<file path="config.mk">
export PLATFORM = sky130hd
export DESIGN_NAME = dm_prescaler
export DESIGN_NICKNAME = d
export VERILOG_FILES = /design/src/rtl/dmp_pkg.sv /design/src/rtl/dmp_mode_sel.sv /design/src/rtl/dmp_counter.sv /design/src/rtl/dmp_out_stage.sv /design/src/rtl/dm_prescaler.sv
export SDC_FILE = /design/constraint.sdc
export NUM_CORES = 1
export LEC_CHECK = 0
export ABC_AREA = 1
export BUFFER_PORTS_ARGS = -buffer_cell sky130_fd_sc_hd__buf_2
export CAP_MARGIN = 15
export CORE_AREA = 4 4 41 43
export CTS_CLUSTER_DIAMETER = 200
export DETAILED_ROUTE_END_ITERATION = 7
export DIE_AREA = 0 0 45 47
export PLACE_DENSITY = 0.73
export SLEW_MARGIN = 20
export SYNTH_ARGS = -nofsm -noshare
export SYNTH_HDL_FRONTEND = slang
export SYNTH_HIERARCHICAL = 1
export SYNTH_SLANG_ARGS = --single-unit
export TNS_END_PERCENT = 100
</file>
<file path="constraint.sdc">
create_clock -name clk_i -period 3.7 [get_ports clk_i]
set_input_delay 0.185 -clock clk_i [delete_from_list [all_inputs] [get_ports clk_i]]
set_output_delay 0.185 -clock clk_i [all_outputs]
set_load 0.01 [all_outputs]
</file>
<file path="src/rtl/dmp_pkg.sv">
package dmp_pkg;
  typedef enum logic {MOD_LOW = 1'b0, MOD_HIGH = 1'b1} mod_e;
endpackage

</file>
<file path="src/rtl/dmp_mode_sel.sv">
module dmp_mode_sel
  import dmp_pkg::*;
(
  input  logic mode_a_i,
  input  logic mode_b_i,
  output mod_e sel_o
);
  // either bit high -> lower ratio
  assign sel_o = (mode_a_i | mode_b_i) ? MOD_LOW : MOD_HIGH;
endmodule

</file>
<file path="src/rtl/dmp_counter.sv">
module dmp_counter
  import dmp_pkg::*;
#(
  parameter int LOW_RATIO = 10,
  localparam int HIGH_RATIO = LOW_RATIO + 1,
  localparam int CW = $clog2(HIGH_RATIO + 1)
) (
  input  logic          clk_i,
  input  logic          rst_ni,
  input  logic          en_i,
  input  mod_e          sel_i,
  output logic [CW-1:0] cnt_o,
  output logic [CW-1:0] cnt_nxt_o,
  output logic [CW-1:0] ratio_nxt_o
);
  localparam logic [CW-1:0] LoC = CW'(LOW_RATIO);
  localparam logic [CW-1:0] HiC = CW'(HIGH_RATIO);

  logic [CW-1:0] cnt_q, cnt_d, ratio_q, ratio_d;
  logic          tc;

  assign tc = (cnt_q == ratio_q - CW'(1));

  always_comb begin
    cnt_d   = cnt_q;
    ratio_d = ratio_q;
    if (en_i) begin
      if (tc) begin
        cnt_d   = '0;
        ratio_d = (sel_i == MOD_HIGH) ? HiC : LoC;
      end else begin
        cnt_d = cnt_q + CW'(1);
      end
    end
  end

  // set state: terminal count of the high ratio, so the next enabled edge starts a cycle
  always_ff @(posedge clk_i or negedge rst_ni) begin
    if (!rst_ni) begin
      cnt_q   <= HiC - CW'(1);
      ratio_q <= HiC;
    end else begin
      cnt_q   <= cnt_d;
      ratio_q <= ratio_d;
    end
  end

  assign cnt_o       = cnt_q;
  assign cnt_nxt_o   = cnt_d;
  assign ratio_nxt_o = ratio_d;

  a_r5_cnt_in_range: assert property (@(posedge clk_i) disable iff (!rst_ni)
    cnt_q < ratio_q);
  a_r1_ratio_legal: assert property (@(posedge clk_i) disable iff (!rst_ni)
    (ratio_q == LoC) || (ratio_q == HiC));
  a_r6_hold: assert property (@(posedge clk_i) disable iff (!rst_ni)
    !en_i |=> ($stable(cnt_q) && $stable(ratio_q)));
  a_r4_ratio_at_tc: assert property (@(posedge clk_i) disable iff (!rst_ni)
    !(en_i && tc) |=> $stable(ratio_q));
endmodule

</file>
<file path="src/rtl/dmp_out_stage.sv">
module dmp_out_stage #(
  parameter int CW = 4
) (
  input  logic          clk_i,
  input  logic          rst_ni,
  input  logic [CW-1:0] cnt_nxt_i,
  input  logic [CW-1:0] ratio_nxt_i,
  output logic          q_o,
  output logic          q_n_o
);
  logic q_q;

  // registered so the outputs carry no decode glitches
  always_ff @(posedge clk_i or negedge rst_ni) begin
    if (!rst_ni) q_q <= 1'b0;
    else         q_q <= (cnt_nxt_i < (ratio_nxt_i >> 1));
  end

  assign q_o   = q_q;
  assign q_n_o = ~q_q;
endmodule

</file>
<file path="src/rtl/dm_prescaler.sv">
module dm_prescaler
  import dmp_pkg::*;
#(
  parameter int LOW_RATIO = 10
) (
  input  logic clk_i,
  input  logic rst_ni,
  input  logic mode_a_i,
  input  logic mode_b_i,
  input  logic cnt_en_ni,
  output logic q_o,
  output logic q_n_o
);
  localparam int CW = $clog2(LOW_RATIO + 2);

  mod_e          sel;
  logic [CW-1:0] cnt, cnt_nxt, ratio_nxt;

  dmp_mode_sel u_mode_sel (
    .mode_a_i (mode_a_i),
    .mode_b_i (mode_b_i),
    .sel_o    (sel)
  );

  dmp_counter #(.LOW_RATIO(LOW_RATIO)) u_counter (
    .clk_i       (clk_i),
    .rst_ni      (rst_ni),
    .en_i        (!cnt_en_ni),
    .sel_i       (sel),
    .cnt_o       (cnt),
    .cnt_nxt_o   (cnt_nxt),
    .ratio_nxt_o (ratio_nxt)
  );

  dmp_out_stage #(.CW(CW)) u_out (
    .clk_i       (clk_i),
    .rst_ni      (rst_ni),
    .cnt_nxt_i   (cnt_nxt),
    .ratio_nxt_i (ratio_nxt),
    .q_o         (q_o),
    .q_n_o       (q_n_o)
  );

  a_r5_rise_at_start: assert property (@(posedge clk_i) disable iff (!rst_ni)
    $rose(q_o) |-> (cnt == '0));
  a_r6_out_frozen: assert property (@(posedge clk_i) disable iff (!rst_ni)
    cnt_en_ni |=> $stable(q_o));
endmodule

</file>
==> out/metrics.yaml, run 1 <==
insertedDiodeCount: 0
post_cts_resize_count: 0
yosysWarnings: 6
skew_ps: 1.99
track_usage_pct: 14.0
vias: 562
slowest_delay_ps: 560
end_kind: "flop"
syn_area_um2: 644
crit_required_ps: 3890
hold_viol_final: 0
avgSynthCellArea_um2: 6.93
worstMarginPinSlew_ps: 252
antenna_left: 0
first_pass_iters: 4
total_power_mw: 0.484
ir_drop_mv: 0.328
slew_violations: 0
netlist_top_cells_area: "nand2_1 21%, dfstp_2 20%, dfrtp_1 16%"
die_area_um2: 2120
p_sw_share_pct: 43.3
clockBufferDepth: 2
cts_setup_buffers: 0
initial_core_util_pct: 49.5
crit_fanout: 4
status: "complete, no violations"
portBuffers: 6
synth_top_area_cell: "nand2_1"
synth_top_area_share_pct: 21.0
pwr-share-clk_pct: 15.0
synth.top_cells.by_count: "36 x nand2_1, 20 x inv_1, 6 x nand3_1"
ys_seq_area_share_pct: 35.9
clock_latency_ps: 250
intPower_mw: 0.274
power.switching_mw: 0.210
fin_crit_ps: 2100
finalSetupViolCount: 0
slew_headroom_pct: 83.2
grt_overflow_total: 0
n_fill_cell: 137
clkTransAtPathRegs_ps: 60
crit_type: "flop to flop"
synth_cells: 93
ys_async_sr_fraction_pct: 100
p_comb_share_pct: 49.8
cts_tree: "yes"
syn_nets: 102
grt_pass1_wl_um: 2130
critical_path_arrival_ps: 2280
ys_ff_latch: 9
grt_max_degree: 10
synth-main-ff-cell: "dfstp_2"
drive_gt1_share_pct: 22.1
critPathLaunchType: "flop"
fmax_mhz: 477
fp-row-count: 13
gp_congestion: 0.773
powerDensity_nw_per_um2: 663
core-area_um2: 1300
antenna_found_initial: 0
yosysMostFrequentCell: "nand2_1"
ctsRootBufferMaster: "clkbuf_4"
ff_latch_area_um2: 231
p_leak_nw: 0.441
crit_path_frequent_cell: "nand2_1"
pin_count: 7
htreeDepth: 1
drv_cap: 0
rsz0062_at_grt: "no"
place_hpwl_um: 967
grt_pass1_vias: 535
synth_edf_count: 0
drcViolationCount: 0
hold_class: "input pin to flop"
drt-wirelength-per-cell_um: 9.81
die_x_um: 45
seqPwrFrac_pct: 35.2
cp_cell_sequence: "inv_2, ha_1, inv_1, nand2_1, nand2_1, nand2_1, nand2_2, nand3_1, nand3_1, nand2_1, ha_1, nand2_1, nand2_1, a21oi_2"
fin_crit_sh_pct: 56.7
initialDrtViolationCount: 14
cts_buffers: 3
vias_per_cell: 4.72
area_growth_pct: 13.2
die_height_um: 47
fin_setup_tns_ps: 0
nets: 114
cpMaxStageDelayCell: "dfstp_2"
yosysUniqueCellTypes: 15
multi_input_area_um2: 327
drt-total-wl_um: 1170
clkSinkCount: 9
[stage by stage]
step	cell area (um^2)	hold slack (ps)	setup WS [ps]	instances	utilization (%)
after floorplan	644	-111	1760	93	-
after global placement	693	38.9	1660	114	53.3
after detailed placement	693	45.9	1610	114	53.3
after CTS	729	178	1600	119	56.1
after global routing	729	193	1390	119	56.1
final	729	187	1600	119	56.1
[power by group through the flow]
| stage | clock network (mW) | registers, mW | logic [mW] |
|---|---|---|---|
| 2_1_floorplan | 0 | 0.168 | 0.195 |
| 3_3_place_gp | 0 | 0.170 | 0.236 |
| 3_5_place_dp | 0 | 0.172 | 0.243 |
| 4_1_cts | 0.0775 | 0.170 | 0.245 |
| 5_1_grt | 0.0819 | 0.178 | 0.281 |
| 6_report | 0.0726 | 0.170 | 0.241 |
[cells by family after synthesis]
kind of cell	Yosys count	synth area share (%)
AO/OA/AOI/OAI	1	1.36
AND/OR/NAND/NOR	54	38.8
adder cells (fa/ha/maj)	4	7.77
buffers and inverters	23	13.4
XOR/XNOR	2	2.72
flip-flops	9	35.9
[timing repair]
item,in CTS,in global routing
hold buffers,1,0
endpoints found under the setup margin,0,0
endpoints found under the hold margin,9,0
[area by class of cell]
type                       instances  area share (%)
sequential                         9            31.7
multi-input combinational         61            44.8
inverter                          23            11.8
clock buffer                       4            3.60
timing repair buffer               7            5.49
tap                               15            2.57
[critical path, delay by kind of cell (launching register included)]
family | cells | cell delay [ps]
and+or+nand+nor | 9 | 680
DFF | 1 | 560
adders and majority gates | 2 | 530
buffers and inverters | 2 | 150
AOI/OAI and AO/OA | 1 | 100
[final timing paths]
kind	endpoint	start	slack [ps]	cells after the start
min	u_counter/ratio_q[0]	mode_a_i	190	4
max	u_out/q_o	u_counter/ratio_q[0]	1600	14
min reg2reg	u_counter/ratio_q[0]	u_counter/ratio_q[0]	500	2
min in group asynchronous	u_counter/cnt_o[2]	rst_ni	310	2
max reg2reg	u_out/q_o	u_counter/ratio_q[0]	1600	14
max in group asynchronous	u_counter/cnt_o[1]	rst_ni	3140	2
[layout by cell type (no fill, tap or decap), drive strengths merged]
cell / netlist / layout
a21oi: 1 / 1
buf: 0 / 6
clkbuf: 0 / 4
dfrtp: 4 / 4
dfstp: 5 / 5
dlygate4sd3: 0 / 1
ha: 4 / 4
inv: 23 / 23
nand2: 39 / 39
nand3: 6 / 6
nand4: 3 / 3
nor2: 5 / 5
or2: 1 / 1
xor2: 2 / 2
[sequential cells by signal, indices dropped and copies added, names as in the netlist]
signal / flops
u_out/q_o: 1
u_counter/ratio_q: 4
u_counter/cnt_o: 4
[per-layer routing]
layer  global-route usage (%)  share of wire [%]  vias up
met5                        0                  0        -
met4                     9.94                2.5        0
met3                     2.30                3.7        4
met2                     21.8                 50        9
met1                     17.6                 44      249
li1                         -                  -      300
No activity file was read; power rests on OpenSTA's default activity.
==> run 2: changes to the inputs <==
--- a/config.mk
+++ b/config.mk
@@ -5,14 +5,14 @@
 export SDC_FILE = /design/constraint.sdc
 export NUM_CORES = 1
 export LEC_CHECK = 0
-export ABC_AREA = 1
+export ABC_AREA = 0
 export BUFFER_PORTS_ARGS = -buffer_cell sky130_fd_sc_hd__buf_2
 export CAP_MARGIN = 15
 export CORE_AREA = 4 4 41 43
 export CTS_CLUSTER_DIAMETER = 200
 export DETAILED_ROUTE_END_ITERATION = 7
 export DIE_AREA = 0 0 45 47
-export PLACE_DENSITY = 0.73
+export PLACE_DENSITY = 0.65
 export SLEW_MARGIN = 20
 export SYNTH_ARGS = -nofsm -noshare
 export SYNTH_HDL_FRONTEND = slang
==> constraint.sdc (replaced) <==
create_clock -name clk_i -period 1.7 [get_ports clk_i]
set_input_delay 0.085 -clock clk_i [delete_from_list [all_inputs] [get_ports clk_i]]
set_output_delay 0.085 -clock clk_i [all_outputs]
set_load 0.01 [all_outputs]
==> run 2 against run 1 <==
Against the previous run: the flow now finishes with violations (negative setup slack); non-clock buffer count rose by 11; critical path depth down 4; die area is the same; fmax decreased by 2.6%; critical path type unchanged; critical endpoint unchanged; largest power group unchanged.
==> out/metrics.yaml, run 2 <==
yosysWarnings: 6
synth_top_area_cell: "dfstp_2"
p_leak_nw: 0.360
r2r_cells: 10
drv_cap: 0
cpMaxStageDelayCell: "dfstp_2"
vias_per_cell: 4.76
ctsRootBufferMaster: "clkbuf_4"
critPathLaunchType: "flop"
endpoint: "u_out/q_o"
clkTransAtPathRegs_ps: 60
slew_violations: 0
syn_area_um2: 526
worst-r2r-setup-slack_ps: -450
slowest_delay_ps: 540
rr_endpoint: "u_out/q_o"
die_x_um: 45
insertedDiodeCount: 0
die_height_um: 47
drcViolationCount: 0
total_power_mw: 1.39
drt-total-wl_um: 1010
fin_setup_tns_ps: -565
final_common_cell: "buf_4"
first_pass_iters: 4
avgSynthCellArea_um2: 11.2
fmax_mhz: 464
grt_max_degree: 10
rsz0062_at_grt: "yes"
finalSetupViolCount: 3
pin_count: 7
clock_latency_ps: 250
antenna_left: 0
fin_crit_sh_pct: 127
drive_gt1_share_pct: 63.8
final_cell_mix: "11 x buf_4, 6 x buf_2, 5 x dfstp_2"
cp-startpoint: "u_counter/ratio_q[0]"
grt_pass1_wl_um: 1640
worstMarginPinSlew_ps: 284
cts_buffers: 3
min_from: "mode_a_i"
grt_pass1_vias: 391
crit_path_frequent_cell: "o21ai_2"
die_area_um2: 2120
cts_tree: "yes"
violations: "negative setup slack"
skew_ps: 2.81
fin_crit_ps: 2150
syn_nets: 56
grt_overflow_total: 0
antenna_found_initial: 0
end_kind: "flop"
htreeDepth: 1
r2r-start: "u_counter/ratio_q[0]"
critical_path_arrival_ps: 2330
powerDensity_nw_per_um2: 1850
initial_core_util_pct: 40.4
place_hpwl_um: 756
critical-path-top-delay-family: "compound AO/OA/AOI/OAI gates"
slew_headroom_pct: 81.0
clkSinkCount: 9
yosysUniqueCellTypes: 24
synth_edf_count: 0
hold_class: "input pin to flop"
nets: 79
ir_drop_mv: 0.957
portBuffers: 6
track_usage_pct: 11.0
crit_fanout: 2
synth-main-ff-cell: "dfstp_2"
crit_required_ps: 1880
vias: 400
core-area_um2: 1300
hold_viol_final: 0
ys_ff_latch: 9
ys_async_sr_fraction_pct: 100
synth_top_area_share_pct: 25.0
fin_ws_ps: -453
initialDrtViolationCount: 3
path_buf_inv: 2
status: "finished, violations left"
crit_type: "flop to flop"
ys_seq_area_share_pct: 44.0
synth_cells: 47
fp-row-count: 13
cp_cell_sequence: "inv_2, ha_4, xor2_2, nand3_2, buf_4, o21ai_2, o21ai_2, ha_2, a211o_1, a31oi_1"
clockBufferDepth: 2
yosysMostFrequentCell: "inv_1"
drt-wirelength-per-cell_um: 12.0
path_depth: 10
gp_congestion: 0.735
netlist_top_cells_area: "dfstp_2 25%, dfrtp_1 19%, ha_1 9.5%"
synth.top_cells.by_count: "7 x inv_1, 5 x dfstp_2, 4 x dfrtp_1, 4 x ha_1"
area_growth_pct: 43.3
run 2: area by class of cell:
cell class	count	area, um^2
Sequential cell	9	231
Fill cell	124	548
Timing Repair Buffer	18	123
Inverter	7	26.3
Multi-Input combinational cell	31	328
Tap cell	15	18.8
Clock buffer	4	26.3
run 2: cell families after synthesis:
group,synth area share [%]
muxes,4.76
adders and majority gates,9.52
AOI/OAI and AO/OA,6.67
and+or+nand+nor,17.4
DFF,44.0
buffers and inverters,5.00
xor gates and xnor gates,12.6
run 2: report_power, final:
| group | leakage (nW) | switching (mW) | internal, mW |
|---|---|---|---|
| Clock | 0.0150 | 0.0690 | 0.0901 |
| Combinational | 0.243 | 0.368 | 0.472 |
| Sequential | 0.102 | 0.0675 | 0.328 |
| Total | 0.360 | 0.504 | 0.890 |
run 2: how the worst min path moves through the flow:
stage,end,cells past startpoint
final,u_counter/ratio_q[0],3
after global routing,u_counter/ratio_q[0],3
after CTS,u_counter/ratio_q[0],3
after detailed placement,u_counter/ratio_q[2],1
after global placement,u_counter/ratio_q[2],1
after floorplan,u_counter/cnt_o[0],0
run 2: worst reg2reg max path, delay by kind of cell, from the launching register on:
family,cells,cell delay [ps]
compound gates,4,660
flops,1,540
fa+ha+maj,2,450
buf+inv,2,200
xor+xnor,1,140
simple gates,1,100
run 2: metal layers:
| layer | global-route usage [%] | share of wire (%) | routed length [um] |
|---|---|---|---|
| met1 | 14.1 | 44 | 443 |
| met2 | 17.5 | 53 | 531 |
| met3 | 2.30 | 2.8 | 28 |
| met4 | 5.26 | 0.50 | 5 |
| met5 | 0 | 0 | 0 |
run 2: timing repair:
item | in CTS | in global routing
endpoints found under the hold margin | 9 | 0
setup buffers | 1 | 0
gates resized for setup | 7 | 6
endpoints found under the setup margin | 3 | 7
hold buffers | 1 | 0
pin swaps | 5 | 5
run 2: per-stage QoR:
step	utilization, %	hold slack [ps]	instance area [um^2]	setup WS [ps]	instances
final	57.9	189	753	-453	84
after global routing	57.9	181	753	-583	84
after CTS	55.8	183	726	-541	84
after detailed placement	50.9	-51.6	662	-570	78
after global placement	50.9	-53.8	662	-515	78
after floorplan	-	-211	538	-555	47
==> run 3: changes to the inputs <==
--- a/config.mk
+++ b/config.mk
@@ -5,14 +5,14 @@
 export SDC_FILE = /design/constraint.sdc
 export NUM_CORES = 1
 export LEC_CHECK = 0
-export ABC_AREA = 0
+export ABC_AREA = 1
 export BUFFER_PORTS_ARGS = -buffer_cell sky130_fd_sc_hd__buf_2
 export CAP_MARGIN = 15
-export CORE_AREA = 4 4 41 43
+export CORE_MARGIN = 4
+export CORE_UTILIZATION = 49
 export CTS_CLUSTER_DIAMETER = 200
 export DETAILED_ROUTE_END_ITERATION = 7
-export DIE_AREA = 0 0 45 47
-export PLACE_DENSITY = 0.65
+export PLACE_DENSITY = 0.76
 export SLEW_MARGIN = 20
 export SYNTH_ARGS = -nofsm -noshare
 export SYNTH_HDL_FRONTEND = slang
==> run 3 against run 2 <==
Against the previous run: the flow still finishes with violations (negative setup slack); wire length grew 64%; register-to-register slack gained 130 ps; combinational power decreased by 5.0%; first-iteration DRC count increased to 3.3 times the previous value; sequential cell count unchanged; sequential share of layout area down 5.3 points; non-clock buffer count is 5 higher; worst hold slack got worse by 120 ps; sequential power down 5.1%; count of clock-buffer cells in the layout unchanged; clock skew is 1.3 ps higher; largest cell class unchanged.
==> out/metrics.yaml, run 3 (same netlist as run 1, synthesis figures left out) <==
finalSetupViolCount: 3
grt_overflow_total: 0
drv_cap: 0
rsz0062_at_grt: "yes"
p_leak_nw: 0.515
gp_congestion: 0.776
fin_ws_ps: -328
core-area_um2: 1170
grt_pass1_vias: 623
clkTransAtPathRegs_ps: 60
initial_core_util_pct: 55.0
drt-total-wl_um: 1660
place_hpwl_um: 1140
crit_required_ps: 1900
crit_type: "flop to flop"
fmax_mhz: 493
track_usage_pct: 17.6
clockBufferDepth: 2
fin_crit_sh_pct: 119
initialDrtViolationCount: 10
insertedDiodeCount: 0
vias: 642
antenna_left: 0
antenna_found_initial: 0
end_kind: "flop"
hold_viol_final: 0
crit_fanout: 5
first_pass_iters: 4
ir_drop_mv: 0.899
worstMarginPinSlew_ps: 270
clkSinkCount: 9
cts_tree: "yes"
final_cell_mix: "28 x nand2_1, 16 x inv_1, 15 x buf_4"
nets: 130
fin_crit_ps: 2030
pin_count: 7
area_growth_pct: 41.2
n_fill_cell: 80
die_area_um2: 1960
fp-row-count: 12
skew_ps: 4.16
drive_gt1_share_pct: 46.7
clock_latency_ps: 270
placed_area_um2: 790
status: "finished, violations left"
final_common_cell: "nand2_1"
cts_buffers: 3
slew_violations: 0
grt_pass1_wl_um: 2480
die_height_um: 44.3
hold_class: "input pin to flop"
total_power_mw: 1.35
critPathLaunchType: "flop"
powerDensity_nw_per_um2: 1480
ctsRootBufferMaster: "clkbuf_4"
critical_path_arrival_ps: 2230
drcViolationCount: 0
fin_area_um2: 910
htreeDepth: 1
drt-wirelength-per-cell_um: 12.4
grt_max_degree: 10
violations: "negative setup slack"
die_x_um: 44.3
vias_per_cell: 4.79
slew_headroom_pct: 82.0
portBuffers: 6
## run 3: changes by cell type in the layout (fill, tap and decap cells not counted), sizes merged, moves of 2 or more
cell,change
nor2,+3
nand4,+2
nor3,-3
o21ai,-3
inv,+16
nand2,+38
xnor2,-2
nand3,+5
buf,+5
## run 3: where the power goes
part / leakage, nW / switching (mW) / internal, mW / total, mW
logic: 0.398 / 0.433 / 0.365 / 0.798
registers: 0.102 / 0.0709 / 0.304 / 0.375
clock network: 0.0150 / 0.0849 / 0.0909 / 0.176
## run 3: stage by stage
stage	hold WS, ps	setup WS (ps)	util (%)	cells	setup TNS [ps]
detailed placement	-61.4	-348	67.4	123	-348
global placement	-62.2	-276	67.4	123	-276
finish	70.0	-328	77.7	134	-406
global route	109	-443	77.7	134	-838
CTS	65.4	-289	72.0	130	-289
floorplan	-211	-191	-	93	-191
## run 3: path summary, 6_finish.rpt
| path | startpoint | end | slack, ps | depth (start not counted) |
|---|---|---|---|---|
| worst min register to register | u_counter/cnt_o[1] | u_counter/cnt_o[1] | 560 | 2 |
| min in group asynchronous | rst_ni | u_counter/cnt_o[2] | 200 | 2 |
| max in group asynchronous | rst_ni | u_counter/ratio_q[0] | 1240 | 2 |
| worst max-delay path | u_counter/ratio_q[0] | u_out/q_o | -330 | 14 |
| worst min-delay path | mode_a_i | u_counter/ratio_q[0] | 70 | 4 |
| worst max register to register | u_counter/ratio_q[0] | u_out/q_o | -330 | 14 |
## run 3: what timing repair did
item	in CTS	in global routing
hold buffers	1	0
buffers inserted	2	4
gates resized for setup	3	11
setup endpoints to repair	1	2
pin swaps	4	11
endpoints found under the hold margin	9	0
## run 3: metal layers
metal  up-vias  part of all wire [%]  track usage [%]  wire (um)
met5         -                     0                0          0
met4         0                   2.4             10.8         40
met3         4                   3.7             2.44         62
met2        20                    54             31.1        889
met1       290                    40             19.6        663
li1        328                     -                -          -
## run 3: cell type report
cell class / count / area, um^2 / share of cell area, %
clock buffer: 4 / 26.3 / 2.89
multi-input combinational: 61 / 384 / 42.2
inverter: 23 / 86.3 / 9.49
timing repair buffer: 23 / 164 / 18.0
tap: 14 / 17.5 / 1.93
sequential: 9 / 231 / 25.4
## run 3: critical path, stage by stage (launching register included)
cell     delay [ps]
dfstp_2         560
inv_2            60
ha_4            260
inv_2            30
nand2_2          40
nand2_2          70
nor2_4          150
nand4_4         150
nand2_2         110
inv_2            50
inv_2            60
ha_4            190
nand2_2          60
nand2_2          50
a21oi_2         120
